$ cat src/rtl/tune_pkg.sv
`timescale 1ns/1ps
package tune_pkg;
  localparam int CTL_W    = 32;
  localparam int ADDR_W   = 8;
  localparam int ADDR_LSB = 8;
  localparam int DATA_POS = 7;

  typedef enum logic [2:0] {
    ST_IDLE,
    ST_CLEAR,
    ST_SETUP,
    ST_HIGH,
    ST_LOW,
    ST_FIN
  } seqState_t;

  typedef struct packed {
    logic load;
    logic clear;
    logic setup;
    logic strobeHi;
    logic strobeLo;
  } dpCtl_t;
endpackage

$ cat src/rtl/tune_ctrl.sv
`timescale 1ns/1ps
module tune_ctrl import tune_pkg::*; #(
  parameter int STROBE_HOLD = 2
) (
  input  logic   clk,
  input  logic   rstN,
  input  logic   start,
  input  logic   lenIsZero,
  input  logic   zeroFirst,
  input  logic   lastBit,
  output dpCtl_t ctl,
  output logic   busy,
  output logic   done
);
  localparam int HC_W = (STROBE_HOLD > 1) ? $clog2(STROBE_HOLD) : 1;
  localparam logic [HC_W-1:0] HOLD_LAST = HC_W'(STROBE_HOLD - 1);

  seqState_t state, nextState;
  logic [HC_W-1:0] holdCnt;

  always_comb begin
    nextState = state;
    ctl = '0;
    unique case (state)
      ST_IDLE: if (start) begin
        ctl.load = 1'b1;
        if (lenIsZero)      nextState = ST_FIN;
        else if (zeroFirst) nextState = ST_CLEAR;
        else                nextState = ST_SETUP;
      end
      ST_CLEAR: begin
        ctl.clear = 1'b1;
        nextState = ST_SETUP;
      end
      ST_SETUP: begin
        ctl.setup = 1'b1;
        nextState = ST_HIGH;
      end
      ST_HIGH: begin
        ctl.strobeHi = (holdCnt == '0);
        if (holdCnt == HOLD_LAST) nextState = ST_LOW;
      end
      ST_LOW: begin
        ctl.strobeLo = 1'b1;
        nextState = lastBit ? ST_FIN : ST_SETUP;
      end
      ST_FIN:  nextState = ST_IDLE;
      default: nextState = ST_IDLE;
    endcase
  end

  always_ff @(posedge clk or negedge rstN) begin
    if (!rstN) begin
      state   <= ST_IDLE;
      holdCnt <= '0;
    end else begin
      state   <= nextState;
      holdCnt <= (state == ST_HIGH && nextState == ST_HIGH) ? holdCnt + 1'b1 : '0;
    end
  end

  assign busy = (state != ST_IDLE);
  assign done = (state == ST_FIN);

  AST_DONE_SINGLE:  assert property (@(posedge clk) disable iff (!rstN) done |=> !done);
  AST_DONE_RETIRES: assert property (@(posedge clk) disable iff (!rstN) done |=> !busy);
  AST_BUSY_HELD:    assert property (@(posedge clk) disable iff (!rstN) (busy && !done) |=> busy);
  AST_ZERO_LEN:     assert property (@(posedge clk) disable iff (!rstN) (start && !busy && lenIsZero) |=> done);
  AST_HOLD_BOUND:   assert property (@(posedge clk) disable iff (!rstN) (state == ST_HIGH) |-> (holdCnt <= HOLD_LAST));
endmodule

$ cat src/rtl/tune_dp.sv
`timescale 1ns/1ps
module tune_dp import tune_pkg::*; #(
  parameter int NUM_PHY = 4,
  parameter int VAL_W   = 8,
  parameter int LEN_W   = 4,
  parameter int IDX_W   = 2
) (
  input  logic               clk,
  input  logic               rstN,
  input  dpCtl_t             ctl,
  input  logic [IDX_W-1:0]   phyIdx,
  input  logic [ADDR_W-1:0]  baseAddr,
  input  logic [VAL_W-1:0]   value,
  input  logic [LEN_W-1:0]   bitLen,
  output logic [CTL_W-1:0]   ctlWord,
  output logic               ctlWrEn,
  output logic               lastBit
);
  function automatic logic [CTL_W-1:0] strobeField();
    logic [CTL_W-1:0] m;
    m = '0;
    for (int g = 0; g < NUM_PHY; g++) m[2*g] = 1'b1;
    return m;
  endfunction

  localparam logic [CTL_W-1:0] ALL_STB    = strobeField();
  localparam logic [CTL_W-1:0] ADDR_FIELD = CTL_W'({ADDR_W{1'b1}}) << ADDR_LSB;
  localparam logic [CTL_W-1:0] DATA_FIELD = CTL_W'(1) << DATA_POS;

  logic [IDX_W-1:0]  phyReg;
  logic [ADDR_W-1:0] baseReg;
  logic [VAL_W-1:0]  shiftReg;
  logic [LEN_W-1:0]  lenReg;
  logic [LEN_W-1:0]  bitIdx;
  logic [CTL_W-1:0]  wordReg;
  logic              wrReg;
  logic [NUM_PHY-1:0] phySel;
  logic [CTL_W-1:0]  selMask;
  logic [ADDR_W-1:0] curAddr;
  logic              curStb;

  for (genvar g = 0; g < NUM_PHY; g++) begin : g_sel
    assign phySel[g] = (phyReg == IDX_W'(g));
  end

  always_comb begin
    selMask = '0;
    for (int g = 0; g < NUM_PHY; g++) selMask[2*g] = phySel[g];
  end

  assign curAddr = baseReg + ADDR_W'(bitIdx);
  assign lastBit = (bitIdx == LEN_W'(lenReg - 1'b1));
  assign curStb  = |(wordReg & selMask);

  always_ff @(posedge clk or negedge rstN) begin
    if (!rstN) begin
      phyReg   <= '0;
      baseReg  <= '0;
      shiftReg <= '0;
      lenReg   <= '0;
      bitIdx   <= '0;
      wordReg  <= '0;
      wrReg    <= 1'b0;
    end else begin
      wrReg <= ctl.clear | ctl.setup | ctl.strobeHi | ctl.strobeLo;
      if (ctl.load) begin
        phyReg   <= phyIdx;
        baseReg  <= baseAddr;
        shiftReg <= value;
        lenReg   <= bitLen;
        bitIdx   <= '0;
      end
      if (ctl.clear) wordReg <= '0;
      if (ctl.setup)
        wordReg <= (wordReg & ~(selMask | ADDR_FIELD | DATA_FIELD))
                 | (CTL_W'(curAddr) << ADDR_LSB)
                 | (CTL_W'(shiftReg[0]) << DATA_POS);
      if (ctl.strobeHi) wordReg <= wordReg | selMask;
      if (ctl.strobeLo) begin
        wordReg  <= wordReg & ~selMask;
        bitIdx   <= bitIdx + 1'b1;
        shiftReg <= shiftReg >> 1;
      end
    end
  end

  assign ctlWord = wordReg;
  assign ctlWrEn = wrReg;

  AST_STROBE_ONEHOT: assert property (@(posedge clk) disable iff (!rstN) $onehot0(wordReg & ALL_STB));
  AST_RISE_STABLE:   assert property (@(posedge clk) disable iff (!rstN) $rose(curStb) |-> $stable(wordReg[15:7]));
  AST_FALL_STABLE:   assert property (@(posedge clk) disable iff (!rstN) $fell(curStb) |-> $stable(wordReg[15:7]));
  AST_STROBE_WRITTEN: assert property (@(posedge clk) disable iff (!rstN) $changed(curStb) |-> wrReg);
endmodule

$ cat src/rtl/phy_tune_serializer.sv
`timescale 1ns/1ps
module phy_tune_serializer import tune_pkg::*; #(
  parameter int NUM_PHY     = 4,
  parameter int VAL_W       = 8,
  parameter int LEN_W       = 4,
  parameter int STROBE_HOLD = 2,
  localparam int IDX_W      = (NUM_PHY > 1) ? $clog2(NUM_PHY) : 1
) (
  input  logic               clk,
  input  logic               rstN,
  input  logic               start,
  input  logic [IDX_W-1:0]   phyIdx,
  input  logic [7:0]         baseAddr,
  input  logic [VAL_W-1:0]   value,
  input  logic [LEN_W-1:0]   bitLen,
  input  logic               zeroFirst,
  output logic               busy,
  output logic               done,
  output logic [31:0]        ctlWord,
  output logic               ctlWrEn
);
  dpCtl_t dpCtl;
  logic   lastBit;

  tune_ctrl #(.STROBE_HOLD(STROBE_HOLD)) u_ctrl (
    .clk(clk), .rstN(rstN), .start(start),
    .lenIsZero(bitLen == '0), .zeroFirst(zeroFirst), .lastBit(lastBit),
    .ctl(dpCtl), .busy(busy), .done(done)
  );

  tune_dp #(.NUM_PHY(NUM_PHY), .VAL_W(VAL_W), .LEN_W(LEN_W), .IDX_W(IDX_W)) u_dp (
    .clk(clk), .rstN(rstN), .ctl(dpCtl), .phyIdx(phyIdx), .baseAddr(baseAddr),
    .value(value), .bitLen(bitLen), .ctlWord(ctlWord), .ctlWrEn(ctlWrEn),
    .lastBit(lastBit)
  );
endmodule

$ cat config.mk
export PLATFORM = sky130hd
export DESIGN_NAME = phy_tune_serializer
export DESIGN_NICKNAME = d
export VERILOG_FILES = /design/src/rtl/tune_pkg.sv /design/src/rtl/tune_ctrl.sv /design/src/rtl/tune_dp.sv /design/src/rtl/phy_tune_serializer.sv
export SDC_FILE = /design/constraint.sdc
export NUM_CORES = 1
export LEC_CHECK = 0
export ABC_AREA = 0
export ABC_CLOCK_PERIOD_IN_PS = 2710
export BUFFER_PORTS_ARGS = -buffer_cell sky130_fd_sc_hd__buf_2
export CAP_MARGIN = 15
export CORE_UTILIZATION = 39
export DETAILED_ROUTE_END_ITERATION = 7
export GPL_TIMING_DRIVEN = 0
export PLACE_DENSITY = 0.72
export SLEW_MARGIN = 10
export SYNTH_ARGS = -nofsm -noshare
export SYNTH_HDL_FRONTEND = slang
export SYNTH_HIERARCHICAL = 1
export SYNTH_SLANG_ARGS = --single-unit
$ cat constraint.sdc
create_clock -name clk -period 2.71 [get_ports clk]
set_input_delay 0.542 -clock clk [delete_from_list [all_inputs] [get_ports clk]]
set_output_delay 0.542 -clock clk [all_outputs]
set_load 0.01 [all_outputs]
==> results of run 1 <==
-- where the power goes --
| part | switching (uW) | internal, uW | leakage, uW |
|---|---|---|---|
| sequential | 257 | 961 | 0.000543 |
| clock | 216 | 274 | 0.0000552 |
| combinational | 679 | 659 | 0.000774 |
-- metrics by stage --
stage	util	total power, uW	hold slack [ns]	instances
final	0.4987	3047	0.3887	357
after global routing	0.4987	3303	0.4570	357
after CTS	0.4987	3078	0.4330	357
after floorplan	-	2199	0.2464	236
after detailed placement	0.4797	2572	0.4729	349
after global placement	0.4797	2510	0.4668	349
-- per-layer routing --
layer | wire, um | vias up | share of wire | GRT usage
li1 | - | 868 | - | -
met1 | 2193 | 815 | 0.48 | 0.2045
met2 | 2102 | 40 | 0.46 | 0.2470
met3 | 210 | 5 | 0.046 | 0.02857
met4 | 49 | 0 | 0.011 | 0.07143
met5 | 0 | - | 0 | 0
-- cells in the mapped netlist, drive strengths merged (2+ instances only) --
master  count
a221o       2
a211o       2
o21ai      22
nand3b      2
nand2b      3
inv         7
ha          6
nor2        4
mux2       10
a21oi       7
nor3        3
nor4b       3
nand3       6
nor3b       5
xnor2       7
buf        25
xor2        4
dfrtp      44
nand2      16
a22o        9
mux2i      10
nor4        3
clkbuf      3
-- state kept, by name, summed over array words and instances, names as in the netlist --
signal,cells
u_ctrl/holdCnt,1
u_ctrl/state,3
u_dp/baseReg,8
u_dp/bitIdx,4
u_dp/ctlWord,13
u_dp/ctlWrEn,1
u_dp/lenReg,4
u_dp/phyReg,2
u_dp/shiftReg,8
-- worst max-delay path, cell delays in order, from the launching register on --
cell	delay [ns]
dfrtp_1	0.52
inv_2	0.11
nor4b_1	0.86
nor2_1	0.07
o21ai_1	0.44
a22o_1	0.28
-- kinds of logic after synthesis --
group | share of synthesized area
AOI/OAI and AO/OA | 0.1336
other | 0.001589
adders and majority gates | 0.04030
and+or+nand+nor | 0.1357
DFF | 0.4666
muxes | 0.09014
buffers and inverters | 0.09120
xor gates and xnor gates | 0.04083
-- area by class of cell --
class,instances,share of cell area
timing repair buffer,41,0.07250
sequential,44,0.3890
multi-input combinational,157,0.3926
buffer,28,0.06676
inverter,7,0.009284
clock inverter,2,0.01238
clock buffer,6,0.02564
tap,72,0.03183
-- path summary, 6_finish.rpt --
path                                  startpoint                to  slack, ns
worst min register to register  u_dp/shiftReg[2]  u_dp/shiftReg[1]       0.49
worst max-delay path             u_ctrl/state[1]   u_dp/ctlWord[7]       0.37
worst min-delay path                        rstN  u_dp/shiftReg[3]       0.39
max in group asynchronous                   rstN   u_dp/ctlWord[8]       1.72
min in group clk                       phyIdx[1]    u_dp/phyReg[1]       0.45
worst max register to register   u_ctrl/state[1]   u_dp/ctlWord[7]       0.37
==> results.sh, run 1 <==
export IMPL_drt_wirelength_per_cell_um=12.76
export IMPL_postRouteAntennaNets=0
export IMPL_drv_slew=0
export IMPL_place_area_mm2=0.002723
export IMPL_async_flop_share=1.000
export IMPL_layout_common_cells="buf_2, dfrtp_1, buf_4, o21ai_0, conb_1"
export IMPL_p_leak_uw=0.001372
export IMPL_first_iter_violations=79
export IMPL_ios=61
export IMPL_rows=27
export IMPL_clockRootBuffer="clkbuf_8"
export IMPL_avgSynthCellArea_um2=10.82
export IMPL_setup_tns_final_ns=0
export IMPL_ys_ff_latch=44
export IMPL_cts_tree="yes"
export IMPL_die_w_um=79.79
export IMPL_hpwl_um=3375
export IMPL_core_area_mm2=0.005675
export IMPL_status="complete, no violations"
export IMPL_multi_input_area_mm2=0.001111
export IMPL_r2r_cells=5
export IMPL_cts_setup_buffers=0
export IMPL_min_path_type="in -> async"
export IMPL_crit_fanout=9
export IMPL_postSynthCellCount=218
export IMPL_cts_buffer_depth=2
export IMPL_crit_path_start_kind="flop"
export IMPL_n_fill_cell=547
export IMPL_cap_violations=0
export IMPL_synthTopCellsByArea="dfrtp_1, buf_4, mux2_2"
export IMPL_seq_area_mm2=0.001101
export IMPL_fin_crit_ns=2.339
export IMPL_post_cts_resize_count=0
export IMPL_fin_nets=317
export IMPL_dr_total_vias=1728
export IMPL_fin_area_mm2=0.002830
export IMPL_grt_pass1_vias=1637
export IMPL_grt_ovfl_total=0
export IMPL_layout_commonest_cell="buf_2"
export IMPL_grt_pass1_wl_um=7548
export IMPL_start_util=0.4158
export IMPL_die_h_um=79.79
export IMPL_drcViolationCount=0
export IMPL_synth_top_area_cell="dfrtp_1"
export IMPL_netlist_area_mm2=0.002360
export IMPL_clkTransAtPathRegs_ns=0.08
export IMPL_pre_cts_ws_ns=0.3493
export IMPL_seq_area_frac_synth=0.4666
export IMPL_crit_type="reg -> reg"
export IMPL_synth_edf_count=0
export IMPL_synth_main_ff_cell="dfrtp_1"
export IMPL_wirelength_um=4555
export IMPL_skew_ns=0.007607
export IMPL_rsz0062_at_grt="no"
export IMPL_antenna_found_initial=0
export IMPL_drive_gt1_frac=0.3193
export IMPL_fmax_ghz=0.4276
export IMPL_setup_viol=0
export IMPL_cp_required_ns=2.94
export IMPL_grt_usage=0.1553
export IMPL_final_setup_worst_slack_ns=0.3713
export IMPL_powerDensity_mw_per_mm2=1077
export IMPL_grt_max_degree=45
export IMPL_diodes=0
export IMPL_peakVddDrop_uv=394.9
export IMPL_dr_pass1_iters=4
export IMPL_htreeDepth=2
export IMPL_hold_violations=0
export IMPL_via_per_inst=4.840
export IMPL_synth_warnings=6
export IMPL_clock_sinks=44
export IMPL_io_buffers=41
export IMPL_yosys_cell_types_count=45
export IMPL_end_kind="flop"
export IMPL_insertion_delay_ns=0.29
export IMPL_crit_arrival_ns=2.57
export IMPL_gp_congestion=0.7913
export IMPL_max_slew_margin=0.3287
export IMPL_fin_crit_sh=0.8630
export IMPL_die_area_mm2=0.006366
export IMPL_cts_hold_buffers=0
export IMPL_yosys_area_top_type_share=0.4666
export IMPL_syn_to_final_growth_pct=19.94
export IMPL_cts_made_buffers=5
export IMPL_tightest_slew_ns=0.9929
Power figures use the tool's default switching activity.
==> run 2: changes to the inputs <==
--- a/config.mk
+++ b/config.mk
@@ -12,6 +12,7 @@
 export CORE_UTILIZATION = 39
 export DETAILED_ROUTE_END_ITERATION = 7
 export GPL_TIMING_DRIVEN = 0
+export MAX_ROUTING_LAYER = met4
 export PLACE_DENSITY = 0.72
 export SLEW_MARGIN = 10
 export SYNTH_ARGS = -nofsm -noshare
==> run 2 against run 1 <==
Flip-flop and latch count is the same. Worst setup slack worse by 0.0050 ns. Non-clock buffer count unchanged. Critical path depth is the same. Worst hold slack got worse by 0.0013 ns. Clock power is essentially flat. Sequential power about the same. Final cell count is the same. Die area unchanged. Clock skew barely moved. Critical path type unchanged. Largest cell class unchanged.
==> results.sh, run 2 (synthesized netlist as in run 1, its figures left out) <==
export IMPL_status="complete, no violations"
export IMPL_cts_setup_buffers=0
export IMPL_clockRootBuffer="clkbuf_8"
export IMPL_crit_type="reg -> reg"
export IMPL_grt_pass1_wl_um=7555
export IMPL_path_cells="inv_2 -> nor4b_1 -> nor2_1 -> o21ai_1 -> a22o_1"
export IMPL_fin_crit_ns=2.344
export IMPL_cts_tree="yes"
export IMPL_cts_hold_buffers=0
export IMPL_via_per_inst=4.846
export IMPL_pre_cts_ws_ns=0.3493
export IMPL_cts_made_buffers=5
export IMPL_diodes=0
export IMPL_reg2reg_slack_ns=0.37
export IMPL_core_area_mm2=0.005675
export IMPL_peakVddDrop_uv=395.0
export IMPL_final_core_util=0.4987
export IMPL_die_h_um=79.79
export IMPL_cts_buffer_depth=2
export IMPL_drt_wirelength_per_cell_um=12.76
export IMPL_grt_pass1_vias=1637
export IMPL_syn_to_final_growth_pct=19.94
export IMPL_hold_ws_ns=0.3873
export IMPL_setup_tns_final_ns=0
export IMPL_clkTransAtPathRegs_ns=0.08
export IMPL_skew_ns=0.007828
export IMPL_rows=27
export IMPL_cp_required_ns=2.94
export IMPL_crit_fanout=9
export IMPL_n_fill_cell=547
export IMPL_finalPower_uw=3047
export IMPL_die_w_um=79.79
export IMPL_gp_congestion=0.8024
export IMPL_first_iter_violations=83
export IMPL_postRouteAntennaNets=0
export IMPL_p_leak_uw=0.001372
export IMPL_layout_commonest_cell="buf_2"
export IMPL_layout_common_cells="buf_2, dfrtp_1, buf_4, o21ai_0, conb_1"
export IMPL_rsz0062_at_grt="no"
export IMPL_drv_slew=0
export IMPL_grt_max_degree=45
export IMPL_clock_sinks=44
export IMPL_final_setup_worst_slack_ns=0.3663
export IMPL_die_area_mm2=0.006366
export IMPL_min_path_type="in -> async"
export IMPL_slowest_stage="nor4b_1"
export IMPL_htreeDepth=2
export IMPL_drive_gt1_frac=0.3193
export IMPL_fin_crit_sh=0.8648
export IMPL_fmax_ghz=0.4267
export IMPL_ios=61
export IMPL_largest_reg_flops=13
export IMPL_setup_viol=0
export IMPL_hpwl_um=3375
export IMPL_max_stage_delay_ns=0.87
export IMPL_crit_arrival_ns=2.57
export IMPL_antenna_found_initial=0
export IMPL_insertion_delay_ns=0.29
export IMPL_powerDensity_mw_per_mm2=1077
export IMPL_grt_ovfl_total=0
export IMPL_start_util=0.4158
export IMPL_io_buffers=41
export IMPL_max_slew_margin=0.3255
export IMPL_fin_nets=317
export IMPL_crit_path_start_kind="flop"
export IMPL_end_kind="flop"
export IMPL_wirelength_um=4556
export IMPL_drcViolationCount=0
export IMPL_cap_violations=0
export IMPL_tightest_slew_ns=0.9977
export IMPL_dr_total_vias=1730
export IMPL_hold_violations=0
export IMPL_post_cts_resize_count=0
export IMPL_grt_usage=0.1596
export IMPL_dr_pass1_iters=4
## run 2: cell counts in the layout (fill, tap and decap cells not counted)
Identical to the previous run, type by type.
## run 2: routing by layer
metal | global-route usage | vias to the layer above | routed length (um)
li1 | - | 870 | -
met1 | 0.2045 | 814 | 2181
met2 | 0.2470 | 39 | 2083
met3 | 0.02857 | 7 | 214
met4 | 0.07143 | 0 | 76
met5 | - | - | 0
## run 2: layout make-up
class	count	area [um^2]	area share
flip-flops and latches	44	1101	0.3890
inverters	7	26.28	0.009284
clock inverters	2	35.03	0.01238
plain buffers	28	188.9	0.06676
repair buffers	41	205.2	0.07250
multi-input cells	157	1111	0.3926
clock buffers	6	72.57	0.02564
well taps	72	90.09	0.03183
## run 2: final timing paths
path	end	startpoint	cells after the start
max	u_dp/ctlWord[7]	u_ctrl/state[1]	5
min	u_dp/shiftReg[3]	rstN	1
max reg2reg	u_dp/ctlWord[7]	u_ctrl/state[1]	5
min reg2reg	u_dp/shiftReg[1]	u_dp/shiftReg[2]	2
max in group asynchronous	u_dp/ctlWord[8]	rstN	1
min in group clk	u_dp/phyReg[1]	phyIdx[1]	3
## run 2: worst max-delay path, delay by kind of cell (launching register included)
kind / cells / cell delay [ns]
buffers and inverters: 1 / 0.11
AND/OR/NAND/NOR: 2 / 0.94
flip-flops: 1 / 0.52
AO/OA/AOI/OAI: 2 / 0.72
## run 2: where the power goes
part,switching (uW),internal (uW)
Sequential,258,961
Combinational,679,660
Clock,216,274
## run 2: per-stage QoR
step / area [um^2] / instances
final: 2830 / 357
after global routing: 2830 / 357
after CTS: 2830 / 357
after detailed placement: 2723 / 349
after global placement: 2723 / 349
after floorplan: 2427 / 236
==> run 3: changes to the inputs <==
--- a/config.mk
+++ b/config.mk
@@ -6,7 +6,6 @@
 export NUM_CORES = 1
 export LEC_CHECK = 0
 export ABC_AREA = 0
-export ABC_CLOCK_PERIOD_IN_PS = 2710
 export BUFFER_PORTS_ARGS = -buffer_cell sky130_fd_sc_hd__buf_2
 export CAP_MARGIN = 15
 export CORE_UTILIZATION = 39
@@ -17,5 +16,4 @@
 export SLEW_MARGIN = 10
 export SYNTH_ARGS = -nofsm -noshare
 export SYNTH_HDL_FRONTEND = slang
-export SYNTH_HIERARCHICAL = 1
 export SYNTH_SLANG_ARGS = --single-unit
==> run 3 against run 2 <==
First-iteration DRC count decreased by 29%. Synthesized area shrank 2.8%. Worst setup slack gained 0.19 ns. Via count increased by 3.7%. Non-clock buffer count is the same. Worst hold slack better by 0.0065 ns. Critical path depth is 1 lower. Combinational power barely moved. Cell area is 2.3% lower. Clock skew is 0.00077 ns lower. Maximum frequency grew 8.7%. Die area down 2.7%. Critical path type is now reg -> out.
==> results.sh, run 3 <==
export IMPL_gp_congestion=0.7852
export IMPL_first_iter_violations=59
export IMPL_cts_setup_buffers=0
export IMPL_layout_common_cells="dfrtp_1, buf_2, nand2_1"
export IMPL_cts_made_buffers=5
export IMPL_rsz0062_at_grt="no"
export IMPL_wirelength_um=4625
export IMPL_r2r_start="u_dp.bitIdx[0]"
export IMPL_die_area_mm2=0.006191
export IMPL_antenna_found_initial=0
export IMPL_die_w_um=78.69
export IMPL_final_core_util=0.4958
export IMPL_max_slew_margin=0.3629
export IMPL_insertion_delay_ns=0.30
export IMPL_grt_usage=0.1701
export IMPL_synth_main_ff_cell="dfrtp_1"
export IMPL_start_util=0.4114
export IMPL_status="complete, no violations"
export IMPL_yosys_cell_types_count=44
export IMPL_synthTopCellsByArea="dfrtp_1, buf_4, nand2_1"
export IMPL_avgSynthCellArea_um2=10.10
export IMPL_drt_wirelength_per_cell_um=12.64
export IMPL_setup_tns_final_ns=0
export IMPL_post_cts_resize_count=0
export IMPL_cts_hold_buffers=0
export IMPL_rows=27
export IMPL_async_flop_share=1.000
export IMPL_layout_commonest_cell="dfrtp_1"
export IMPL_largest_reg_flops=13
export IMPL_ys_ff_latch=44
export IMPL_hpwl_um=3370
export IMPL_peakVddDrop_uv=425.6
export IMPL_cp_required_ns=2.17
export IMPL_postRouteAntennaNets=0
export IMPL_io_buffers=41
export IMPL_fin_nets=326
export IMPL_drcViolationCount=0
export IMPL_hold_violations=0
export IMPL_core_area_mm2=0.005574
export IMPL_synth_most_common_cell="dfrtp_1"
export IMPL_synth_edf_count=0
export IMPL_grt_ovfl_total=0
export IMPL_synth_top_area_cell="dfrtp_1"
export IMPL_pre_cts_ws_ns=0.7807
export IMPL_crit_path_start_kind="flop"
export IMPL_ys_top_cells_by_count="dfrtp_1, nand2_1, o21ai_0, buf_4, mux2_2"
export IMPL_fin_cells=366
export IMPL_cap_violations=0
export IMPL_postSynthCellCount=227
export IMPL_netlist_area_mm2=0.002293
export IMPL_clockRootBuffer="clkbuf_8"
export IMPL_clkTransAtPathRegs_ns=0.08
export IMPL_end_kind="primary output"
export IMPL_syn_to_final_growth_pct=20.51
export IMPL_powerDensity_mw_per_mm2=1093
export IMPL_drv_slew=0
export IMPL_ios=61
export IMPL_r2r_cells=7
export IMPL_grt_pass1_vias=1676
export IMPL_seq_area_frac_synth=0.4801
export IMPL_grt_pass1_wl_um=7859
export IMPL_dr_total_vias=1794
export IMPL_min_path_type="in -> async"
export IMPL_fmax_ghz=0.4636
export IMPL_p_leak_uw=0.001386
export IMPL_reg2reg_slack_ns=0.77
export IMPL_tightest_slew_ns=0.9556
export IMPL_crit_fanout=10
export IMPL_crit_arrival_ns=1.62
export IMPL_setup_viol=0
export IMPL_synth_warnings=0
export IMPL_dr_pass1_iters=4
export IMPL_placed_cells=358
export IMPL_die_h_um=78.69
export IMPL_cts_buffer_depth=2
export IMPL_cts_tree="yes"
export IMPL_drive_gt1_frac=0.2891
export IMPL_fin_crit_sh=0.7960
export IMPL_reg2reg_to="u_dp.ctlWord[12]"
export IMPL_yosys_area_top_type_share=0.4801
export IMPL_htreeDepth=2
export IMPL_final_setup_worst_slack_ns=0.5529
export IMPL_diodes=0
export IMPL_fin_crit_ns=2.157
export IMPL_clock_sinks=44
export IMPL_skew_ns=0.007057
export IMPL_via_per_inst=4.902
export IMPL_grt_max_degree=45
export IMPL_crit_type="reg -> out"
-- run 3: changes by cell type in the layout (fill, tap and decap cells not counted), moves of 3 or more --
cell,previous run,this run
mux2i_1,10,0
a31oi_1,0,4
a22o_1,9,3
a22oi_1,0,7
nand2_1,16,35
a21oi_1,6,3
or3_1,0,4
xnor2_1,7,4
o31ai_1,0,4
inv_1,6,9
clkbuf_1,4,7
nand4_1,0,3
-- run 3: worst max-delay path by stage --
stage,to,cells after the start,from
floorplan,u_dp.ctlWord[12],7,u_dp.bitIdx[0]
global placement,u_dp.baseReg[2],4,start
detailed placement,u_dp.ctlWord[12],7,u_dp.bitIdx[0]
CTS,busy,4,u_ctrl.state[0]
global route,busy,4,u_ctrl.state[0]
finish,busy,4,u_ctrl.state[0]
-- run 3: critical path: stages, from the launching register on --
cell and delay [ns]:
dfrtp_1 0.39, buf_6 0.13, clkbuf_1 0.20, or3_1 0.43, buf_2 0.16
-- run 3: cell type report --
| cell class | instances | area (um^2) |
|---|---|---|
| fill | 531 | 2810 |
| sequential | 44 | 1101 |
| multi-input combinational | 164 | 1040 |
| timing repair buffer | 41 | 205.2 |
| buffer | 28 | 186.4 |
| tap | 72 | 90.09 |
| clock buffer | 6 | 72.57 |
| clock inverter | 2 | 35.03 |
| inverter | 9 | 33.78 |
-- run 3: stage by stage --
step	hold WS (ns)	total power (uW)	instance area, um^2
final	0.3938	3021	2764
after detailed placement	0.4642	2532	2656
after floorplan	0.2464	2163	2361
after global placement	0.4595	2481	2656
after CTS	0.4218	3042	2764
after global routing	0.4249	3281	2764
-- run 3: cells by family (layout without fill, tap and decap cells) --
| group | count (synthesis) | count (layout) | share of synthesized area |
|---|---|---|---|
| other | 1 | 19 | 0.001635 |
| buffers and inverters | 37 | 86 | 0.09602 |
| xor gates and xnor gates | 10 | 10 | 0.03819 |
| adders and majority gates | 7 | 7 | 0.04146 |
| AOI/OAI and AO/OA | 53 | 53 | 0.1495 |
| muxes | 10 | 10 | 0.04910 |
| DFF | 44 | 44 | 0.4801 |
| and+or+nand+nor | 65 | 65 | 0.1440 |
-- run 3: power by group --
group / leakage (uW) / internal [uW] / switching [uW] / total [uW]
combinational: 0.000784 / 615 / 715 / 1330
sequential: 0.000547 / 962 / 234 / 1200
clock: 0.0000552 / 274 / 222 / 496
-- run 3: layer usage --
layer,part of all wire,up-vias,track usage
met4,0.017,0,0.06111
li1,-,893,-
met5,0,-,-
met3,0.046,7,0.04070
met2,0.47,45,0.2643
met1,0.47,849,0.2157
